`src/rtl/sft_pkg.sv`:
```
package sft_pkg;

   typedef enum logic [1:0] {
      PAR_NONE = 2'b00,
      PAR_RSVD = 2'b01,
      PAR_EVEN = 2'b10,
      PAR_ODD  = 2'b11
   } par_mode_e;

endpackage

```
`src/rtl/sft_baud_gen.sv`:
```
// Prescaler plus half-bit phase counter; counts only while a frame runs.
module sft_baud_gen #(
   parameter int DIV_W = 12,
   parameter int OVS   = 16
) (
   input  logic             clk,
   input  logic             rst_n,
   input  logic             run,
   input  logic [DIV_W-1:0] div,
   output logic             half_done
);
   localparam int HALF  = OVS / 2;
   localparam int SUB_W = (HALF > 1) ? $clog2(HALF) : 1;

   logic [DIV_W-1:0] presc_q;
   logic [SUB_W-1:0] sub_q;
   logic             tick;

   assign tick      = run && (presc_q == div);
   assign half_done = tick && (sub_q == SUB_W'(HALF - 1));

   always_ff @(posedge clk) begin
      if (!rst_n || !run) begin
         presc_q <= '0;
         sub_q   <= '0;
      end else begin
         if (tick) begin
            presc_q <= '0;
            sub_q   <= (sub_q == SUB_W'(HALF - 1)) ? '0 : sub_q + SUB_W'(1);
         end else begin
            presc_q <= presc_q + DIV_W'(1);
         end
      end
   end

   a_r2_presc_bound: assert property (@(posedge clk) disable iff (!rst_n)
      run |-> presc_q <= div);

   a_r2_phase_wrap: assert property (@(posedge clk) disable iff (!rst_n)
      half_done && run |=> sub_q == '0 && presc_q == '0);

endmodule

```
`src/rtl/sft_frame_build.sv`:
```
// Builds the whole frame as a bit vector (bit 0 first on the line) and its length.
module sft_frame_build
   import sft_pkg::*;
#(
   parameter int MAX_DATA = 8,
   parameter int MIN_DATA = 5,
   parameter int FRAME_W  = 12,
   parameter int CNT_W    = 4
) (
   input  logic [MAX_DATA-1:0] data,
   input  logic [3:0]          size_code,
   input  logic                two_stop,
   input  par_mode_e           par,
   input  logic                manch,
   output logic [FRAME_W-1:0]  bits,
   output logic [CNT_W-1:0]    nbits
);
   localparam int WW = $clog2(MAX_DATA + 1);
   localparam int IW = $clog2(FRAME_W);

   logic [WW-1:0]       width;
   logic [MAX_DATA-1:0] mask;
   logic                par_on;
   logic                par_bit;
   logic [IW-1:0]       par_idx;

   always_comb begin
      if (size_code >= 4'(MIN_DATA) && size_code <= 4'(MAX_DATA))
         width = WW'(size_code);
      else
         width = WW'(MAX_DATA);
   end

   for (genvar gi = 0; gi < MAX_DATA; gi++) begin : g_mask
      assign mask[gi] = (width > WW'(gi));
   end

   assign par_on  = !manch && (par == PAR_EVEN || par == PAR_ODD);
   assign par_bit = (^(data & mask)) ^ (par == PAR_ODD);
   assign par_idx = IW'(width) + IW'(1);

   always_comb begin
      bits    = '1;
      bits[0] = 1'b0;
      for (int i = 0; i < MAX_DATA; i++) begin
         if (mask[i]) bits[1 + i] = data[i];
      end
      if (par_on) bits[par_idx] = par_bit;
      nbits = CNT_W'(width) + CNT_W'(2) + CNT_W'(par_on) + CNT_W'(two_stop);
   end

endmodule

```
`src/rtl/sft_line_coder.sv`:
```
// Maps the current bit and half-bit phase to the line level.
module sft_line_coder #(
   parameter bit MANCH_EN = 1'b1
) (
   input  logic active,
   input  logic bit_val,
   input  logic second_half,
   input  logic manch,
   output logic line
);
   if (MANCH_EN) begin : g_dual
      always_comb begin
         if (!active)     line = 1'b1;
         else if (manch)  line = second_half ? bit_val : ~bit_val;
         else             line = bit_val;
      end
   end else begin : g_level_only
      logic unused_in;
      assign unused_in = manch ^ second_half;
      assign line      = active ? bit_val : 1'b1;
   end

endmodule

```
`src/rtl/ser_frame_tx.sv`:
```
module ser_frame_tx
   import sft_pkg::*;
#(
   parameter int MAX_DATA = 8,
   parameter int MIN_DATA = 5,
   parameter int DIV_W    = 12,
   parameter int OVS      = 16,
   parameter bit MANCH_EN = 1'b1
) (
   input  logic                clk,
   input  logic                rst_n,
   input  logic                in_valid,
   output logic                in_ready,
   input  logic [MAX_DATA-1:0] in_data,
   input  logic [3:0]          cfg_size,
   input  logic                cfg_two_stop,
   input  logic [1:0]          cfg_par,
   input  logic                cfg_manch,
   input  logic [DIV_W-1:0]    cfg_div,
   output logic                tx
);
   localparam int FRAME_W = MAX_DATA + 4;
   localparam int CNT_W   = $clog2(FRAME_W + 1);
   localparam int MIN_LEN = MIN_DATA + 2;

   if (MAX_DATA > 15 || MIN_DATA < 1 || MIN_DATA > MAX_DATA) begin : g_bad_width
      $error("ser_frame_tx: data width range out of bounds");
   end
   if (OVS < 4 || (OVS % 2) != 0) begin : g_bad_ovs
      $error("ser_frame_tx: oversampling must be even and at least 4");
   end
   if (DIV_W < 1) begin : g_bad_div
      $error("ser_frame_tx: divisor width must be positive");
   end

   logic                busy_q;
   logic                half_q;
   logic                man_q;
   logic [DIV_W-1:0]    div_q;
   logic [FRAME_W-1:0]  frame_q;
   logic [CNT_W-1:0]    left_q;
   logic [FRAME_W-1:0]  built_bits;
   logic [CNT_W-1:0]    built_len;
   logic                half_done;
   logic                accept;

   assign in_ready = !busy_q;
   assign accept   = in_valid && !busy_q;

   sft_frame_build #(
      .MAX_DATA (MAX_DATA),
      .MIN_DATA (MIN_DATA),
      .FRAME_W  (FRAME_W),
      .CNT_W    (CNT_W)
   ) u_build (
      .data      (in_data),
      .size_code (cfg_size),
      .two_stop  (cfg_two_stop),
      .par       (par_mode_e'(cfg_par)),
      .manch     (cfg_manch && MANCH_EN),
      .bits      (built_bits),
      .nbits     (built_len)
   );

   sft_baud_gen #(
      .DIV_W (DIV_W),
      .OVS   (OVS)
   ) u_baud (
      .clk       (clk),
      .rst_n     (rst_n),
      .run       (busy_q),
      .div       (div_q),
      .half_done (half_done)
   );

   always_ff @(posedge clk) begin
      if (!rst_n) begin
         busy_q  <= 1'b0;
         half_q  <= 1'b0;
         man_q   <= 1'b0;
         div_q   <= '0;
         frame_q <= '1;
         left_q  <= '0;
      end else if (accept) begin
         busy_q  <= 1'b1;
         half_q  <= 1'b0;
         man_q   <= cfg_manch && MANCH_EN;
         div_q   <= cfg_div;
         frame_q <= built_bits;
         left_q  <= built_len;
      end else if (busy_q && half_done) begin
         if (!half_q) begin
            half_q <= 1'b1;
         end else begin
            half_q  <= 1'b0;
            frame_q <= {1'b1, frame_q[FRAME_W-1:1]};
            left_q  <= left_q - CNT_W'(1);
            if (left_q == CNT_W'(1)) busy_q <= 1'b0;
         end
      end
   end

   sft_line_coder #(
      .MANCH_EN (MANCH_EN)
   ) u_coder (
      .active      (busy_q),
      .bit_val     (frame_q[0]),
      .second_half (half_q),
      .manch       (man_q),
      .line        (tx)
   );

   // the handshake only drops on a real acceptance
   a_r1_ready_drop: assert property (@(posedge clk) disable iff (!rst_n)
      $fell(in_ready) |-> $past(in_valid));

   // ready returns only at the end of a second half-bit
   a_r1_ready_back: assert property (@(posedge clk) disable iff (!rst_n)
      $rose(in_ready) |-> $past(half_done && half_q));

   // the line holds between half-bit boundaries
   a_r2_line_hold: assert property (@(posedge clk) disable iff (!rst_n)
      busy_q && !half_done |=> $stable(tx));

   // a freshly loaded frame begins with a low start bit and a sane length
   a_r3_start_low: assert property (@(posedge clk) disable iff (!rst_n)
      $fell(in_ready) |-> frame_q[0] == 1'b0 && left_q >= CNT_W'(MIN_LEN));

   // no mid-bit edge in level coding
   a_r7_level_flat: assert property (@(posedge clk) disable iff (!rst_n)
      busy_q && !man_q && half_done && !half_q |=> $stable(tx));

   // a mid-bit edge on every Manchester bit
   a_r8_mid_edge: assert property (@(posedge clk) disable iff (!rst_n)
      busy_q && man_q && half_done && !half_q |=> tx != $past(tx));

   // idle line is high
   a_r10_idle_high: assert property (@(posedge clk) disable iff (!rst_n)
      in_ready |-> tx);

endmodule

```
`config.mk`:
```
export PLATFORM = sky130hd
export DESIGN_NAME = ser_frame_tx
export DESIGN_NICKNAME = d
export VERILOG_FILES = /design/src/rtl/sft_pkg.sv /design/src/rtl/sft_baud_gen.sv /design/src/rtl/sft_frame_build.sv /design/src/rtl/sft_line_coder.sv /design/src/rtl/ser_frame_tx.sv
export SDC_FILE = /design/constraint.sdc
export NUM_CORES = 1
export LEC_CHECK = 0
export CAP_MARGIN = 10
export CORE_MARGIN = 4
export CORE_UTILIZATION = 45
export DETAILED_ROUTE_END_ITERATION = 8
export MAX_ROUTING_LAYER = met4
export PLACE_DENSITY_LB_ADDON = 0.3
export SYNTH_ARGS = -nofsm -noshare
export SYNTH_HDL_FRONTEND = slang
export SYNTH_SLANG_ARGS = --single-unit
```
`constraint.sdc`:
```
create_clock -name clk -period 2 [get_ports clk]
set_input_delay 0.6 -clock clk [delete_from_list [all_inputs] [get_ports clk]]
set_output_delay 0.6 -clock clk [all_outputs]
set_load 0.05 [all_outputs]
```
* After elaboration in Yosys (flattened, before gate mapping) *
Cells that the tools add are included.

operators by class
  $add $sub $neg = 7
  order comparisons = 12
  eq/ne operators = 5
  mux-type cells = 28
  bitwise logic cells = 4
  reductions and logical operators = 20

operator list
  operator                 number
  $mux W12                 4
  $mux W1                  17
  $gt A4 B3 Y1 const B     4
  $mux W4                  4
  $add A12 B1 Y12 const B  1
  $bwmux W12               1
  $eq A12 B12 Y1           1
  $add A4 B1 Y4            2
  $and A8 B8 Y8            1
  $gt A4 B1 Y1 const B     2
  $gt A4 B2 Y1 const B     2
  $reduce_xor A8 Y1        1
  $logic_and A1 B1 Y1      7
  $reduce_bool A2 Y1       3
  $lt A4 B5 Y1 const B     1
  $add A4 B1 Y4 const B    1
  $add A4 B2 Y4 const B    1
  $demux W1 S4             1
  $eq A2 B2 Y1 const B     2
  $eq A4 B1 Y1 const B     1
  $ge A4 B1 Y1 const B     1
  $ge A4 B3 Y1 const B     1
  $le A4 B4 Y1 const B     1
  $reduce_or A2 Y1         2
  10 further kinds         14

word-level totals
  bits in registers = 46
  bits of input ports = 31
  output and inout port bits = 2
  logic and storage cells = 84

* Longest topological paths before layout *
Gate-level depths: netlist of run 1.

  word-level depth = 11
  depth in mapped cells = 8
  gate-level depth less buffers = 8

* Modules after synthesis *
From an unflattened synthesis of run 1, not the netlist that was laid out.

second synthesis, totals
  cells, all modules = 303
  area total of the unflattened synthesis = 2504.9 µm²

modules (own cells, without submodules)
  module           instances  cells an instance  area each (µm²)  sequential area each (µm²)
  ser_frame_tx     1          162                1298.7           620.6
  sft_baud_gen     1          90                 823.3            300.3
  sft_frame_build  1          47                 354.1            0.0
  sft_line_coder   1          4                  28.8             0.0

* Worst setup path before layout of run 1 *
Ideal clock, no wire load.

  path kind = input to register
  from = input port in_data[0]
  to = register frame_q[9]
  setup time = 134 ps
  data arrival time = 1750 ps
  required time = 1866 ps
  slack = 116 ps
  stages on the path = 6
  path buffers = 0
  cells stage by stage = xor2_1 -> xnor2_1 -> xnor2_1 -> xnor3_1 -> nor4_1 -> a31oi_1

on the way
  cells in the longest elaborated chain, start to end = 6

RTL lines
  element               RTL line               source
  from (decl)           ser_frame_tx.sv:14     input logic [MAX_DATA-1:0] in_data,
  $and A8 B8 Y8         sft_frame_build.sv:39  assign par_bit = (^(data & mask)) ^ (par == PAR_ODD);
  $reduce_xor A8 Y1     sft_frame_build.sv:39
  $xor A1 B1 Y1         sft_frame_build.sv:39
  $bwmux W12            sft_frame_build.sv:48  if (par_on) bits[par_idx] = par_bit;
  $mux W12              sft_frame_build.sv:48
  $mux W12              ser_frame_tx.sv:84     end else if (accept) begin
  to (signal assigned)  ser_frame_tx.sv:89     frame_q <= built_bits;
  to (signal assigned)  ser_frame_tx.sv:96     frame_q <= {1'b1, frame_q[FRAME_W-1:1]};
  to (decl)             ser_frame_tx.sv:40     logic [FRAME_W-1:0] frame_q;

Every way passes these cells.
A chain may end at the register's enable or synchronous reset.

* Worst setup path after layout of run 1 *
  from = input port cfg_size[3]
  to = register frame_q[9]

on the way
  cells in the longest elaborated chain, start to end = 11
  elaborated cells on any way between the ends = 24
  those cells by class = 1 x add/sub; 12 x order compare; 6 x mux; 2 x bitwise; 3 x reduce/logical

RTL lines
  element                                                                    RTL line               source
  from (decl)                                                                ser_frame_tx.sv:15     input logic [3:0] cfg_size,
  $ge A4 B3 Y1 / $le A4 B4 Y1 (equally long branches)                        sft_frame_build.sv:28  if (size_code >= 4'(MIN_DATA) && size_code <= 4'(MAX_DATA))
  $logic_and A1 B1 Y1                                                        sft_frame_build.sv:28
  $mux W4 *                                                                  sft_frame_build.sv:28
  $add A4 B1 Y4                                                              sft_frame_build.sv:40  assign par_idx = IW'(width) + IW'(1);
  $lt A4 B5 Y1 (not written as such) / $ge A4 B1 Y1 (equally long branches)  sft_frame_build.sv:48
  $logic_and A1 B1 Y1 (not written as such)                                  sft_frame_build.sv:48
  $mux W1 (not written as such)                                              sft_frame_build.sv:48
  $demux W1 S4                                                               n/a
  $bwmux W12 *                                                               sft_frame_build.sv:48
  $mux W12 *                                                                 sft_frame_build.sv:48
  $mux W12 *                                                                 ser_frame_tx.sv:84

Mark *: on every way between the ends. The rest lies on a longest branch, timed or not.

==> results of run 1 <==
## layout make-up
class	count	area, sq um	area share (%)
clock buffers	6	82.6	2.40
clock inverters	2	12.5	0.364
inverters	6	22.5	0.655
multi-input cells	218	1530	44.6
flip-flops and latches	46	923	26.9
well taps	70	87.6	2.55
repair buffers	87	773	22.5
## metrics by stage
stage / total power [uW] / hold WS [ps] / cells
floorplan: 1230 / 423 / 282
global placement: 1420 / 433 / 419
detailed placement: 1430 / 453 / 419
CTS: 2020 / 474 / 429
global route: 2130 / 492 / 435
finish: 2030 / 479 / 435
## worst max-delay path by stage
stage	startpoint	to
after floorplan	in_data[0]	frame_q[9]
after global placement	in_data[4]	frame_q[9]
after detailed placement	in_data[0]	frame_q[9]
after CTS	in_data[2]	frame_q[9]
after global routing	u_baud.sub_q[0]	frame_q[7]
final	cfg_size[3]	frame_q[9]
## layout by cell type (no fill, tap or decap), types with 5 or more instances in the layout
cell type,synthesis,routed
nand2_1,43,43
dlymetal6s2s_1,0,6
nand4_1,5,5
xor2_1,12,12
o21ai_1,3,5
inv_1,6,5
o21ai_0,8,6
clkdlybuf4s50_1,0,19
a21boi_0,13,13
nor2_1,32,30
xnor2_2,4,9
buf_4,0,52
mux2i_1,7,7
o22ai_1,5,5
xnor2_1,16,11
dfxtp_1,46,44
clkbuf_8,0,6
nor2b_1,5,5
nand3_1,13,13
dlygate4sd2_1,0,5
## power breakdown
group / internal [uW] / switching, uW
logic: 257 / 204
registers: 953 / 32.3
clock network: 278 / 310
## routing by layer
metal	share of wire (%)	wire length (um)	GRT usage, %	vias up
met3	3.5	204	3.51	4
li1	-	-	-	1133
met2	49	2900	31.1	29
met4	0.54	32	4.90	0
met1	47	2730	23.1	1060
met5	0	0	-	-
## worst register-to-register path, delay by kind of cell (launching register included)
kind	cells	cell delay (ps)
xor+xnor	1	170
flops	1	440
simple gates	2	610
buf+inv	2	320
compound gates	2	300
## what timing repair did
item                                    CTS  global route
buffers inserted                          2             6
endpoints found under the setup margin    6            20
pin swaps                                 9            13
gates resized for setup                  12            28
hold buffers                              0             0
## cells by family after synthesis
family	after synthesis	share of synthesized area, %
fa+ha+maj	7	3.60
simple gates	121	24.6
xor+xnor	33	13.7
mux	8	3.49
buf+inv	18	3.44
compound gates	49	13.4
flops	46	37.8
## registers in the layout, summed over array words and instances, names as in the netlist
| register | cells |
|---|---|
| div_q | 12 |
| left_q | 4 |
| frame_q | 12 |
| busy_q | 1 |
| u_baud.presc_q | 12 |
| half_q | 1 |
| man_q | 1 |
| u_baud.sub_q | 3 |
==> results by stage, run 1 <==
Final layout:
- The number of filler instances in the final layout is 404.
- The synthesis-to-layout area growth is 41.1%.
- The final instance area is 0.00344 sq mm.
- In the final layout, the share of cells above drive strength 1 is 26.8%.
- The number of antenna diodes in the final layout is 0.
- The utilization after layout is 66.4%.
- In the final design database the tool counted 402 nets.

Timing:
- Of the available clock period, the critical path in the final layout requires 98.2%.
- Setup slack closes at 35.8 ps.
- The largest clock skew in the final design is 8.64 ps.
- The clock period minus final worst setup slack is 1960 ps.
- The achievable frequency is 0.509 GHz.
- The transition time of the tightest slew-check pin is 345 ps.
- Measured against its own limit, the worst slew margin works out to 76.8%.
- The final hold violation count is 0.
- The total count of max-transition violations in the final report was 0.
- The total negative setup slack is 0 ps.
- Setup violations remaining at the end of the flow were counted as 0.

Global routing:
- The first global-routing pass estimated 9460 um of wire.
- For this run, the total global-route usage over all layers was measured as 18.6%.
- The via count of the first global-routing pass is 2,203.
- Entering global routing, the biggest net connects 15 pins.
- The number of antenna violations at the first check in global routing came to 0.
- The overflow left after global routing is 0.

Status:
- The flow ran to the end, and the final reports show no timing, DRC or antenna violations.

Synth:
- Ranked by total cell area, the synthesized netlist is headed by dfxtp_1 38%, nand2_1 6.6%, xnor2_1 5.8%, nor2_1 4.9%, xor2_1 4.3%.
- After synthesis, the most frequently instantiated cells are 46 x dfxtp_1, 43 x nand2_1, 32 x nor2_1.
- The post-synthesis sequential area ratio is 37.8%.
- The number of flip-flops and latches in the synthesized netlist is 46.
- Averaged over all synthesized cells, the footprint is 8.63 sq um.
- The number of synthesized flops with an enable pin is 0.
- In the synthesized netlist the async set-or-reset flop fraction comes to 0%.
- The number of warning messages in the yosys log is 0.
- The number of instances in the synthesized netlist is 282.
- Among all flip-flop cells after synthesis, the most frequent one is dfxtp_1.
- The number of different library cells used by synthesis comes to 44.
- The synthesized netlist net count is 320.
- The mapped cell area is 0.00243 sq mm.
- In this run the biggest area consumer among cell types represents 37.8% of the synthesized area.
- By instance count, the leading cell after synthesis is dfxtp_1.
- The synthesized design spends more area on one cell type than any other, namely dfxtp_1.

Place:
- Port buffering added 32 buffers.
- After detailed placement, the total cell area comes to 0.00315 sq mm.
- Prior to clock tree synthesis, the placed netlist has a worst setup slack of -497 ps.
- The HPWL after detailed placement is 4340 um.
- The routability congestion estimate from global placement is 0.809.

Worst hold path:
- The launch instance of the worst min-delay path is frame_q[11].
- The worst hold path endpoint is frame_q[11].
- Counting instances, the worst hold path has a depth of 1.
- In this run the worst hold path is classified as flop to flop.

Critical path:
- The data required time at the worst endpoint is 2180 ps.
- Together, buffers and inverters on the worst path number 1.
- STA classifies the critical path startpoint as an input port.
- The endpoint class of the critical path is a flop.
- Across all register-to-register paths, the minimum setup slack is 60 ps.
- The largest driver fanout on the critical path is 3.
- Walking the worst path, the cells encountered are clkdlybuf4s50_1 -> nand2b_1 -> o21ai_1 -> xnor3_1 -> nor4_1 -> a31oi_1.
- The worst register-to-register path ends at frame_q[7].
- The largest single stage delay on the critical path is 460 ps.
- The number of cells on the worst reg-to-reg path is 7.
- The path type of the worst setup path is input port to flop.
- Among all stages on the critical path, the largest delay is contributed by xnor3_1.
- Counting buffers and inverters, the worst setup path is 6 cells deep.
- The beginning of the worst register-to-register path is u_baud.presc_q[9].
- The arrival time at the worst endpoint is 2150 ps.
- Grouping stages by cell kind, the critical path spends the most delay in XOR/XNOR gates.

Drt:
- After the first detailed-routing iteration, the DRC count stood at 96.
- In this run the remaining antenna-violating nets after routing total 0.
- After detailed routing, the number of remaining DRC violations is 0.
- The average wire length per cell after detail routing is 13.5 um.
- The count of TritonRoute iterations in the first routing pass is 4.
- Wires add up to 5870 um.
- The number of vias in the routed layout is 2,226.
- Dividing the detail-routed via count by the number of cells gives 5.12.

Clocking:
- After clock tree synthesis, the clock-pin slew on the worst setup and hold paths is 90 ps.
- The number of H-tree branching levels is 2.
- CTS placed an instance of clkbuf_8 at the clock tree root.
- The TritonCTS clock tree is yes.
- The number of buffers created by CTS is 5.
- The number of sinks handled by clock tree synthesis is 46.
- The clock latency of the later-clocked register in the worst-skew pair is 290 ps.
- The maximum clock insertion buffer count is 2.

Floorplan:
- The number of placed I/O pins is 33.
- The floorplan step set the die height to 81.6 um.
- The initial utilization of the core area, before any placement, comes to 47.1%.
- The die area is 0.00665 sq mm.
- The region available for standard cell placement spans 0.00517 sq mm.
- The initialized floorplan defines 26 standard-cell rows.
- The x dimension of the die is 81.6 um.

Flow run:
- Max-cap violations in this run came to 0.

Power:
- For this design the static power due to leakage is 0.00138 uW.
- The power per cell area is 592 mW/mm^2.
- The worst-case IR drop observed on VDD is 0.511 mV.
No activity file was read; power rests on OpenSTA's default activity.
==> inputs of run 2 (changes only) <==
--- a/config.mk
+++ b/config.mk
@@ -12,4 +12,5 @@
 export MAX_ROUTING_LAYER = met4
 export PLACE_DENSITY_LB_ADDON = 0.3
+export SLEW_MARGIN = 20
 export SYNTH_ARGS = -nofsm -noshare
 export SYNTH_HDL_FRONTEND = slang
==> constraint.sdc (replaced) <==
create_clock -name clk -period 2 [get_ports clk]
set_input_delay 0.4 -clock clk [delete_from_list [all_inputs] [get_ports clk]]
set_output_delay 0.4 -clock clk [all_outputs]
set_load 0.05 [all_outputs]
==> run 2 against run 1 <==
  * Maximum frequency up 2.7%
  * Die area unchanged
  * Clock skew up 4.8 ps
  * Wire length down 8.5%
  * Cell area down 7.0%
  * Hold slack worse by 21 ps
  * Sequential share of layout area up 1.9 points
  * Total power down 2.9%
  * Non-clock buffer count down 14
  * Via count down 4.5%
  * Worst setup slack better by 51 ps
  * Utilization down 4.6 points
  * Critical path type unchanged
==> results by stage, run 2 (synthesis gave the netlist of run 1 again) <==
Clocking:
- Counting along the longest clock path gives a buffer depth of 2.
- TritonCTS built the clock tree.
- The clock reaches the later pin of the worst-skew pair after 300 ps.
- In this run, post-CTS hold repair placed 0 buffers.
- The tree is rooted in a clkbuf_8.
- The number of buffers created by CTS is 5.
- The number of sinks handled by clock tree synthesis is 46.
- After clock tree synthesis, the clock-pin slew on the worst setup and hold paths is 90 ps.
- The number of H-tree branching levels is 2.

Final layout:
- Cells fill 61.8% of the core in the end.
- The net total in the final layout is 388.
- In the layout the commonest cells are 46 x dfxtp_1, 43 x nand2_1, 43 x buf_4.
- From synthesis to final layout, the design area changed by 31.3%.
- The largest registers in the layout are div_q: 12 flops, frame_q: 12 flops, u_baud.presc_q: 12 flops.
- For this run, the number of standard cells in the final layout without fillers is 421.
- The share of final-layout standard cells stronger than drive strength 1 is 18.8%.
- The number of filler instances in the final layout is 471.
- The antenna cell count is 0.
- The most common cell after layout, fill and taps aside is dfxtp_1.

Critical path:
- The critical path goes through clkdlybuf4s50_1 -> buf_4 -> nand3b_1 -> a21oi_1 -> a21oi_1 -> xnor3_1 -> nor4_2 -> a31oi_1.
- By startpoint and endpoint, the worst setup path is classified as input port to flop.
- In this run the critical register-to-register path is launched from u_baud.presc_q[9].
- The most common cell type on the critical path is a21oi_1.
- The worst setup path is captured at a flop.
- The delay of the slowest cell on the worst path is 490 ps.
- The arrival time at the worst endpoint is 2090 ps.
- The critical path launch point is cfg_size[1].
- STA puts the critical path data required time at 2180 ps.
- In this run the worst path has a maximum fanout of 5.
- The worst setup path is launched from an input port.
- The depth of the most critical reg-to-reg path is 6.
- For flop-to-flop paths, the worst setup slack is 110 ps.
- The slowest stage of the critical path belongs to the cell clkdlybuf4s50_1.

Floorplan:
- The chip height is 81.6 um.
- The floorplan step set the die width to 81.6 um.
- In this run the core area contains 26 standard-cell rows.
- For this configuration, the core starts out at a cell density of 47.1%.
- The die area is 0.00665 sq mm.
- After floorplanning, the core was sized to cover 0.00517 sq mm.
- The number of placed I/O pins is 33.

Power:
- The switching power summed over all nets is 520 uW.
- The share of total power dissipated in the clock network is 29.3%.
- The design internal power is 1460 uW.
- The fraction of power spent switching nets is 26.3%.
- The analysis attributes to cell leakage a power of 0.00122 uW.
- The proportion of power drawn by flip-flops and latches is 49.8%.
- The power per cell area is 618 mW/mm^2.
- Combinational logic is responsible for 20.9% of the overall power.
- The worst-case IR drop observed on VDD is 0.514 mV.

Drt:
- The total wire length is 5380 um.
- The number of vias in the routed layout is 2,125.
- Dividing the detail-routed via count by the number of cells gives 5.05.
- The initial detailed-routing violation count is 74.
- The count of TritonRoute iterations in the first routing pass is 4.
- The number of design rule violations left after detail routing is 0.
- The remaining antenna violation count is 0.
- In the final routed layout, each cell accounts on average for 12.8 um.

Global routing:
- Summed over all layers, the global routing overflow is 0.
- The via count of the first global-routing pass is 1,953.
- The number of antenna violations at the first check in global routing is 0.
- The maximum number of pins on one net before global-route repair is 30.
- The total global routing track utilization is 17.5%.
- The first global-routing pass estimated 8780 um of wire.

Timing:
- Across all setup checks in the final design, the least slack found is 87.1 ps.
- The total count of max-transition violations in the final report came to 0.
- The total setup violations reported at the end of the flow is 0.
- The largest clock skew in the final design is 13.5 ps.
- The achievable frequency is 0.523 GHz.
- The clock period minus final worst setup slack is 1910 ps.
- The fraction of the cycle the final worst path needs is 95.6%.
- For the pin with the worst max-slew slack, the measured transition is 400 ps.
- The final hold violation count is 0.
- In this run the tightest slew margin relative to its limit is 73.4%.

Place:
- The HPWL after detailed placement is 4150 um.
- The total instance count after detailed placement is 411.
- The quantity of I/O buffers inserted on ports is 32.
- Prior to clock tree synthesis, the placed netlist has a worst setup slack of -285 ps.
- The routability congestion estimate from global placement is 0.850.

Worst hold path:
- Along the worst hold path, the cell count comes to 1.
- The startpoint identified for the worst hold timing path is frame_q[11].
- In this run the worst hold path is classified as flop to flop.

Status:
- The flow ran to the end, and the final reports show no timing, DRC or antenna violations.

Flow run:
- The tool flagged a number of max-cap violations equal to 0.
run 2: cell types whose count changed in the layout (fill, tap and decap cells not counted), sizes merged:
cell	before	now
buf	57	43
clkbuf	6	7
clkdlybuf4s50	19	30
clkinvlp	1	0
dlygate4sd2	5	0
dlymetal6s2s	6	0
run 2: worst paths after layout:
kind | endpoint
setup / recovery | frame_q[9]
hold / removal | frame_q[11]
setup reg to reg | busy_q
hold reg to reg | frame_q[11]
run 2: what timing repair did:
| action | CTS | global route |
|---|---|---|
| gates resized for setup | 0 | 3 |
| endpoints found under the setup margin | 0 | 14 |
| setup buffers | 0 | 2 |
run 2: final cells by class:
| cell class | instances | area (sq um) | area share [%] |
|---|---|---|---|
| Multi-Input combinational cell | 218 | 1450 | 45.4 |
| Sequential cell | 46 | 921 | 28.8 |
| Timing Repair Buffer | 73 | 623 | 19.5 |
| Tap cell | 70 | 87.6 | 2.74 |
| Clock buffer | 7 | 86.3 | 2.70 |
| Inverter | 6 | 22.5 | 0.705 |
| Clock inverter | 1 | 5.00 | 0.157 |
run 2: power groups by stage:
stage | clock (uW) | sequential (uW) | combinational, uW
finish | 578 | 984 | 413
global route | 626 | 988 | 451
CTS | 598 | 983 | 407
detailed placement | 0 | 1000 | 405
global placement | 0 | 1000 | 397
floorplan | 0 | 995 | 234
run 2: critical path, delay by kind of cell:
family,cells,cell delay (ps)
xor gates and xnor gates,1,390
buffers and inverters,2,630
and+or+nand+nor,2,360
AOI/OAI and AO/OA,3,300
run 2: layer usage:
metal  vias up  part of all wire, %  GRT usage (%)
li1       1102                    -              -
met1       987                   49           22.6
met2        31                   46           27.5
met3         5                  3.6           3.62
met4         0                  1.2           5.07
met5         -                    0              -
run 2: metrics by stage:
stage	cell area, sq um	hold slack [ps]	TNS, ps	total power [uW]
6_report	3200	458	0	1980
3_5_place_dp	3070	443	-1140	1410
4_1_cts	3160	466	0	1990
2_1_floorplan	2430	423	0	1230
3_3_place_gp	3070	443	-903	1400
5_1_grt	3200	498	-24.8	2070
